File: src/rtl/tdc_twf_pkg.sv
package tdc_twf_pkg;

   localparam int TWF_WORD_W   = 32;
   localparam int TWF_MARK_BIT = 31;
   localparam int TWF_AFTER_LSB = 16;

   typedef enum logic {
      TWF_PASS_ALL = 1'b0,
      TWF_WINDOWED = 1'b1
   } twf_mode_e;

   function automatic logic twf_is_hit(input logic [TWF_WORD_W-1:0] w);
      return w[TWF_MARK_BIT];
   endfunction

   function automatic logic [10:0] twf_coarse_field(input logic [TWF_WORD_W-1:0] w);
      return w[10:0];
   endfunction

endpackage

File: src/rtl/tdc_twf_cfg.sv
module tdc_twf_cfg
   import tdc_twf_pkg::*;
#(
   parameter int COARSE_W  = 11,
   parameter int MIN_AFTER = 15
)(
   input  logic                  clk,
   input  logic                  rst_n,
   input  logic                  cfg_trig_mode,
   input  logic [COARSE_W-1:0]   cfg_before,
   input  logic [COARSE_W-1:0]   cfg_after,
   output twf_mode_e             mode_q,
   output logic [COARSE_W-1:0]   before_q,
   output logic [COARSE_W-1:0]   after_q,
   output logic [TWF_WORD_W-1:0] status_word
);

   localparam logic [COARSE_W-1:0] FLOOR = COARSE_W'(MIN_AFTER);

   logic [COARSE_W-1:0] after_eff;

   generate
      if (MIN_AFTER > 0) begin : g_floor
         assign after_eff = (cfg_after < FLOOR) ? FLOOR : cfg_after;
      end else begin : g_nofloor
         assign after_eff = cfg_after;
      end
   endgenerate

   always_ff @(posedge clk or negedge rst_n) begin
      if (!rst_n) begin
         mode_q   <= TWF_PASS_ALL;
         before_q <= '0;
         after_q  <= FLOOR;
      end else begin
         mode_q   <= twf_mode_e'(cfg_trig_mode);
         before_q <= cfg_before;
         after_q  <= after_eff;
      end
   end

   always_comb begin
      status_word = '0;
      status_word[COARSE_W-1:0]             = before_q;
      status_word[TWF_AFTER_LSB +: COARSE_W] = after_q;
   end

endmodule

File: src/rtl/tdc_twf_trig.sv
module tdc_twf_trig #(
   parameter int COARSE_W = 11
)(
   input  logic                clk,
   input  logic                rst_n,
   input  logic                trig_valid,
   input  logic [COARSE_W-1:0] trig_coarse,
   output logic [COARSE_W-1:0] ref_coarse,
   output logic                ref_ok
);

   logic [COARSE_W-1:0] held_q;
   logic                armed_q;

   always_ff @(posedge clk or negedge rst_n) begin
      if (!rst_n) begin
         held_q  <= '0;
         armed_q <= 1'b0;
      end else if (trig_valid) begin
         held_q  <= trig_coarse;
         armed_q <= 1'b1;
      end
   end

   assign ref_coarse = trig_valid ? trig_coarse : held_q;
   assign ref_ok     = trig_valid | armed_q;

endmodule

File: src/rtl/tdc_twf_cmp.sv
module tdc_twf_cmp #(
   parameter int COARSE_W = 11
)(
   input  logic [COARSE_W-1:0] hit_coarse,
   input  logic [COARSE_W-1:0] ref_coarse,
   input  logic [COARSE_W-1:0] reach_before,
   input  logic [COARSE_W-1:0] reach_after,
   output logic                in_window
);

   logic [COARSE_W-1:0] lag;
   logic [COARSE_W-1:0] lead;

   always_comb begin
      lag       = ref_coarse - hit_coarse;
      lead      = hit_coarse - ref_coarse;
      in_window = (lag <= reach_before) || (lead <= reach_after);
   end

endmodule

File: src/rtl/tdc_trigwin_filter.sv
module tdc_trigwin_filter
   import tdc_twf_pkg::*;
#(
   parameter int COARSE_W  = 11,
   parameter int MIN_AFTER = 15
)(
   input  logic                clk,
   input  logic                rst_n,
   input  logic                cfg_trig_mode,
   input  logic [COARSE_W-1:0] cfg_before,
   input  logic [COARSE_W-1:0] cfg_after,
   input  logic                trig_valid,
   input  logic [COARSE_W-1:0] trig_coarse,
   input  logic                hit_valid,
   input  logic [31:0]         hit_data,
   output logic                out_valid,
   output logic [31:0]         out_data,
   output logic [31:0]         win_status
);

   generate
      if (COARSE_W < 2 || COARSE_W > 11) begin : g_bad_width
         $error("tdc_trigwin_filter: COARSE_W must lie in 2..11");
      end
      if (MIN_AFTER < 0 || MIN_AFTER >= (1 << COARSE_W)) begin : g_bad_floor
         $error("tdc_trigwin_filter: MIN_AFTER must fit the coarse range");
      end
   endgenerate

   twf_mode_e           mode_q;
   logic [COARSE_W-1:0] before_q;
   logic [COARSE_W-1:0] after_q;
   logic [COARSE_W-1:0] ref_coarse;
   logic                ref_ok;
   logic                in_window;
   logic [COARSE_W-1:0] hit_coarse;
   logic                keep;

   tdc_twf_cfg #(.COARSE_W(COARSE_W), .MIN_AFTER(MIN_AFTER)) cfg_i (
      .clk           (clk),
      .rst_n         (rst_n),
      .cfg_trig_mode (cfg_trig_mode),
      .cfg_before    (cfg_before),
      .cfg_after     (cfg_after),
      .mode_q        (mode_q),
      .before_q      (before_q),
      .after_q       (after_q),
      .status_word   (win_status)
   );

   tdc_twf_trig #(.COARSE_W(COARSE_W)) trig_i (
      .clk         (clk),
      .rst_n       (rst_n),
      .trig_valid  (trig_valid),
      .trig_coarse (trig_coarse),
      .ref_coarse  (ref_coarse),
      .ref_ok      (ref_ok)
   );

   assign hit_coarse = COARSE_W'(twf_coarse_field(hit_data));

   tdc_twf_cmp #(.COARSE_W(COARSE_W)) cmp_i (
      .hit_coarse   (hit_coarse),
      .ref_coarse   (ref_coarse),
      .reach_before (before_q),
      .reach_after  (after_q),
      .in_window    (in_window)
   );

   always_comb begin
      keep = 1'b0;
      if (hit_valid) begin
         if (!twf_is_hit(hit_data) || mode_q == TWF_PASS_ALL)
            keep = 1'b1;
         else
            keep = ref_ok && in_window;
      end
   end

   always_ff @(posedge clk or negedge rst_n) begin
      if (!rst_n) begin
         out_valid <= 1'b0;
         out_data  <= '0;
      end else begin
         out_valid <= keep;
         if (keep) out_data <= hit_data;
      end
   end

endmodule

File: config.mk
export PLATFORM = sky130hd
export DESIGN_NAME = tdc_trigwin_filter
export DESIGN_NICKNAME = d
export VERILOG_FILES = /design/src/rtl/tdc_twf_pkg.sv /design/src/rtl/tdc_twf_cfg.sv /design/src/rtl/tdc_twf_trig.sv /design/src/rtl/tdc_twf_cmp.sv /design/src/rtl/tdc_trigwin_filter.sv
export SDC_FILE = /design/constraint.sdc
export NUM_CORES = 1
export LEC_CHECK = 0
export BUFFER_PORTS_ARGS = -buffer_cell sky130_fd_sc_hd__buf_2
export CORE_MARGIN = 3
export CORE_UTILIZATION = 46
export DETAILED_ROUTE_END_ITERATION = 8
export PLACE_DENSITY = 0.81
export SLEW_MARGIN = 20
export SYNTH_ARGS = -nofsm -noshare
export SYNTH_HDL_FRONTEND = slang
export SYNTH_SLANG_ARGS = --single-unit
File: constraint.sdc
create_clock -name clk -period 3.65 [get_ports clk]
set_input_delay 0.365 -clock clk [delete_from_list [all_inputs] [get_ports clk]]
set_output_delay 0.365 -clock clk [all_outputs]
set_load 0.1 [all_outputs]
==> results of run 1 <==
metrics by stage:
stage	hold WS, ps	setup slack, ps	power, mW	util [%]
4_1_cts	87.6	-284	3.04	68.6
2_1_floorplan	69.4	-149	1.93	-
6_report	99.5	-331	3.08	69.9
3_3_place_gp	437	-840	2.23	61.0
3_5_place_dp	460	-894	2.26	61.0
5_1_grt	80.1	-474	3.23	69.9
worst max path at each step:
stage	from	to	slack (ps)	cells after the start
floorplan	trig_valid	out_data[10]	-150	20
global placement	trig_valid	out_data[0]	-840	18
detailed placement	trig_valid	out_data[1]	-890	18
CTS	trig_i.held_q[0]	out_data[3]	-280	18
global route	trig_i.held_q[0]	out_data[15]	-470	17
finish	trig_i.held_q[2]	out_data[18]	-330	17
Yosys cell counts, types with 3 or more instances:
cell type and instances:
xnor2_1 7, buf_4 10, a21o_1 10, xor2_1 11
clkbuf_1 11, a21oi_1 13, mux2_4 29, mux2i_1 11
inv_1 44, nand4_1 4, buf_12 3, nor2_1 10
nand2b_1 5, nor3_1 4, dfrtp_1 64, a211oi_1 4
ha_1 44, nand2_1 12, o21ai_0 10, mux2_2 3
dfstp_2 4
power by group:
| group | switching [mW] | leakage (nW) | total (mW) | internal, mW |
|---|---|---|---|---|
| clock network | 0.323 | 0.0973 | 0.647 | 0.324 |
| logic | 1.00 | 2.25 | 1.55 | 0.551 |
| registers | 0.0460 | 0.787 | 0.883 | 0.837 |
area by class of cell:
| class | count | area, um2 | share of cell area [%] |
|---|---|---|---|
| Clock buffer | 9 | 124 | 2.13 |
| Clock inverter | 7 | 80.1 | 1.38 |
| Inverter | 44 | 165 | 2.85 |
| Multi-Input combinational cell | 215 | 2160 | 37.3 |
| Sequential cell | 68 | 1710 | 29.4 |
| Tap cell | 105 | 131 | 2.26 |
| Timing Repair Buffer | 215 | 1430 | 24.7 |
critical path: stages (launching register included):
cell and delay [ps]:
dfrtp_1 400, mux2i_2 200, inv_2 100, ha_4 240
nor2b_2 160, o21ai_1 120, nand2b_1 100, a31o_4 250
a211oi_2 250, nor3_2 90, ha_1 300, nand4_1 190
a211oi_2 330, a2111oi_4 60, a211o_1 330, o21ba_4 280
clkbuf_16 180, mux2_4 290
cells by family (layout without fill, tap and decap cells):
kind of cell    after synthesis  after routing
fa+ha+maj                    46             46
compound gates               52             52
buf+inv                      70            275
other cells                   1             10
flops                        68             68
mux                          43             43
xor+xnor                     18             18
simple gates                 46             46
state kept, by name, summed over array words and instances, names as in the netlist:
signal	cells
cfg_i.after_q	11
cfg_i.before_q	11
cfg_i.mode_q	1
out_data	32
out_valid	1
trig_i.armed_q	1
trig_i.held_q	11
per-layer routing:
layer	GRT usage, %	routed length [um]	vias to the layer above	part of all wire [%]
met2	38.9	5380	142	51
met1	24.7	4090	1593	38
met3	6.79	795	29	7.5
li1	-	-	1562	-
met4	8.51	350	0	3.3
met5	0	0	-	0
timing repair:
item / 4_1_cts / 5_1_grt
hold buffers: 0 / 0
setup endpoints to repair: 32 / 34
pin swaps: 17 / 9
gates resized for setup: 32 / 25
buffers inserted: 33 / 3
gates cloned: 2 / 1
endpoints found under the hold margin: 0 / 0
==> run metrics, run 1 <==
period utilization 109%; failing checks negative setup slack; dpl hpwl 7540 um; Starting Density 47.9%; unique cell type count in the Yosys netlist 46; Synth Area in Compound Gates 8.72%; peak supply drop 334 uV; xor/xnor cell area share of the yosys netlist 3.96%; post-synthesis mux area share 14.6%; Fill cells 581; worst skew pair latency 360 ps; DRT antenna net count 0; synthesis-stage register bit count 68; status finished with violations; top_reg_cell synth dfrtp_1; Worst Hold Path Cells 1; Final Non-Filler Cells 663; worst reg-to-reg setup slack -330 ps; Total GRT Usage 22.0%; Slew headroom 35.6%; Synth-to-Final Area Change 45.9%; Fin. Hold Viols 0; largest net degree at the start of global routing 45; # rows 33; total CTS buffers 9; Final Skew 8.89 ps; cell count after placement 613; core footprint 8300 um2; RSZ-0062 raised after global routing yes; reg-to-reg endpoint out_data[18]; Register-to-Register Path Depth 17; worst r2r src trig_i.held_q[2]; Gate Count Post-Synth 344; Leak 3.13 nW; max cap viols 0; setup TNS -9880 ps; GRT overflow 0; power density over the cells 531 nW/um2; layout cells sized above 1 54.7%; first-pass GRT wire length 16900 um; WHS Endpoint cfg_i.before_q[1]; main combinational cell family by area after synthesis adder cells; Synth area leader dfrtp_1; clk buf depth 2; setup slack after layout -331 ps; CP Max Fanout 6; clock sinks 68; DRC 0; Final #Nets 669; vias in the first global route 3584; Req. time, crit path 3900 ps; critical path arrival 4240 ps; antenna violations before repair 0; Chip Width 99.0 um; post-DR wirelength/cell 16.0 um; dominant cells by area after synthesis dfrtp_1 40%, ha_1 14%, mux2_4 11%; CTS Root Cell clkbuf_8; I/O Buffers 124; min cycle time layout 3980 ps; DRT Wirelength 10600 um; number of enable flip-flop cells after synthesis 0; Async SR Flop Fraction 100%; via count 3326; Area after DPL 5060 um2; I/O pin count 135; type of the tightest min-delay check in -> reg; die area 9800 um2; die height 99.0 um; Pins Over Slew Limit 0; share of the synthesized area in the top cell type 40.3%; post-route cell area 5800 um2; routability cong. 0.870; CTS tree yes; syn_area_per_cell 11.6 um2; sequential element share of the synthesized area 42.9%; commonest non-fill, non-tap cell in the layout buf_2; Final setup viols 32; mapped cell area 3980 um2; number of inserted diodes 0; simple-gate portion of the synthesized area 5.92%; Startpoint Class flop; Avg Vias per Cell 5.02; H-tree level count 3; Clock Pin Slew Worst Setup and Hold Paths 80 ps; beginning of the worst hold path cfg_before[1]; Peak Freq 0.251 GHz; Post-Synth Adder-Cell Area 14.9%; synth warn 0; Worst Tran Pin Value 966 ps; TritonRoute pass-1 iters 5; most frequent cells in the layout 123 x buf_2, 74 x buf_4, 64 x dfrtp_1, 42 x inv_1, 38 x ha_1; Iteration-0 DRC Markers 99; Crit Path Class reg -> reg; CP Capture Type flop
Note: power is estimated with default switching activity, not from simulation.
==> run 2, diff against run 1 <==
--- a/config.mk
+++ b/config.mk
@@ -5,11 +5,12 @@
 export SDC_FILE = /design/constraint.sdc
 export NUM_CORES = 1
 export LEC_CHECK = 0
+export ABC_AREA = 1
 export BUFFER_PORTS_ARGS = -buffer_cell sky130_fd_sc_hd__buf_2
 export CORE_MARGIN = 3
 export CORE_UTILIZATION = 46
 export DETAILED_ROUTE_END_ITERATION = 8
-export PLACE_DENSITY = 0.81
+export PLACE_DENSITY = 0.8
 export SLEW_MARGIN = 20
 export SYNTH_ARGS = -nofsm -noshare
 export SYNTH_HDL_FRONTEND = slang
==> run metrics, run 2 <==
status completed; mapped cell area 4150 um2; Req. time, crit path 3880 ps; dominant cells by area after synthesis dfrtp_1 39%, ha_1 13%, nand2_1 8.2%; max cap viols 0; most frequent cells in the layout 122 x buf_2, 90 x nand2_1, 73 x inv_1, 64 x dfrtp_1; DRT antenna net count 0; Synth area leader dfrtp_1; critical path arrival 3740 ps; Startpoint Class primary input; die height 101 um; Avg Vias per Cell 4.82; CTS tree yes; Final #Nets 735; Fin. Hold Viols 0; Starting Density 47.4%; Total GRT Usage 19.0%; top_reg_cell synth dfrtp_1; Top cell by count, worst path nand2_1; routability cong. 0.953; # rows 34; clock sinks 68; worst skew pair latency 350 ps; TritonRoute pass-1 iters 5; CTS Root Cell clkbuf_8; clk buf depth 2; DRC 0; power density over the cells 544 nW/um2; Worst Tran Pin Value 792 ps; Fill cells 745; Final Skew 11.1 ps; period utilization 96.0%; I/O Buffers 124; Final setup viols 0; I/O pin count 135; Chip Width 101 um; synthesis-stage register bit count 68; Iteration-0 DRC Markers 197; Gate Count Post-Synth 484; CP Max Fanout 6; Leak 2.94 nW; CP max-delay cell or2_2; Slew headroom 47.2%; Top reg by flops out_data; syn_area_per_cell 8.58 um2; dpl hpwl 7450 um; Power Total 2.86 mW; total CTS buffers 9; Post-synth top cells 91 x nand2_1, 75 x inv_1, 64 x dfrtp_1, 44 x ha_1, 38 x nand3_1; GRT overflow 0; Largest register FFs 32; via count 3528; layout cells sized above 1 36.4%; vias in the first global route 3379; post-DR wirelength/cell 13.6 um; Crit Path Class in -> reg; Clock Pin Slew Worst Setup and Hold Paths 80 ps; first-pass GRT wire length 15500 um; CP Capture Type flop; sequential element share of the synthesized area 41.1%; synth warn 0; largest net degree at the start of global routing 49; antenna violations before repair 0; Pins Over Slew Limit 0; critical path's top delay family simple AND/OR/NAND/NOR gates; cell with the most instances after synthesis nand2_1; H-tree level count 3; number of inserted diodes 0; final design utilization 60.0%; Async SR Flop Fraction 100%; peak supply drop 279 uV; min cycle time layout 3510 ps; crit path buf inv count 5; core footprint 8760 um2; DRT Wirelength 9960 um; share of the synthesized area in the top cell type 38.6%; die area 10200 um2; max incr delay on CP 290 ps; Synth-to-Final Area Change 26.5%; unique cell type count in the Yosys netlist 37; Peak Freq 0.285 GHz; commonest non-fill, non-tap cell in the layout buf_2; number of enable flip-flop cells after synthesis 0; type of the tightest min-delay check in -> async
==> run 2: cell count changes in the layout (fill, tap and decap cells not counted), moves of 6 or more <==
cell	before	now
mux2i_2	6	0
a21o_1	10	1
o21ai_0	3	18
buf_4	74	20
nor2_1	9	16
nand2_2	0	30
inv_1	42	73
buf_6	13	0
or2_2	1	11
mux2_4	30	0
nand3_1	1	38
nand2_1	12	90
==> run 2: layout make-up <==
class	instances	area, um2	share of cell area [%]
repair buffers	144	788	15.0
well taps	108	135	2.57
clock buffers	11	141	2.69
clock inverters	5	82.6	1.57
flip-flops and latches	68	1710	32.5
multi-input cells	319	2110	40.1
repair inverters	1	7.51	0.143
inverters	76	289	5.50
==> run 2: worst paths after layout <==
kind                                   from           endpoint  slack (ps)  depth (start not counted)
setup reg to reg           trig_i.held_q[2]        out_data[6]         290                         22
min in group clk              cfg_before[4]  cfg_i.before_q[4]         120                          1
hold / removal                        rst_n       out_data[17]           9                          1
setup / recovery                 trig_valid        out_data[6]         140                         25
hold reg to reg                out_data[10]       out_data[10]         480                          2
max in group asynchronous             rst_n   cfg_i.after_q[2]        2860                          2
==> run 2: power breakdown <==
part | internal (mW) | switching [mW] | total [mW] | leakage (nW)
clock | 0.408 | 0.303 | 0.711 | 0.114
sequential | 0.832 | 0.0444 | 0.877 | 0.798
combinational | 0.323 | 0.948 | 1.27 | 2.03
total | 1.56 | 1.30 | 2.86 | 2.94
==> run 2: metal layers <==
layer | vias to the layer above | global-route usage [%] | part of all wire [%]
met4 | 0 | 5.62 | 1.6
met3 | 13 | 4.36 | 5.2
li1 | 1755 | - | -
met5 | - | 0 | 0
met2 | 94 | 31.6 | 51
met1 | 1666 | 24.6 | 42
==> run 2: kinds of logic after synthesis <==
logic type / share of synthesized area, %
other: 0.0903
buffers and inverters: 12.0
AO/OA/AOI/OAI: 5.90
flip-flops: 41.1
adder cells (fa/ha/maj): 14.2
XOR/XNOR: 4.01
AND/OR/NAND/NOR: 22.7
==> run 2: what timing repair did <==
action / in CTS / in global routing
resized for setup: 0 / 21
setup buffers: 0 / 6
endpoints found under the setup margin: 0 / 33
hold buffers: 0 / 0
==> run 2: worst register-to-register path: cells and delay by family (launching register included) <==
kind	cells	cell delay (ps)
compound gates	2	320
fa+ha+maj	2	580
flops	1	360
buf+inv	3	430
simple gates	14	1430
xor+xnor	1	140
==> run 2: stage by stage <==
stage | hold slack, ps | std cells | area, um2 | TNS (ps) | worst slack [ps]
floorplan | 69.4 | 493 | 4190 | 0 | 211
global placement | 449 | 707 | 4850 | -178 | -12.5
detailed placement | 466 | 707 | 4850 | -3850 | -139
CTS | 105 | 723 | 5070 | 0 | 210
global route | 58.4 | 732 | 5260 | -1020 | -53.6
finish | 8.64 | 732 | 5260 | 0 | 144
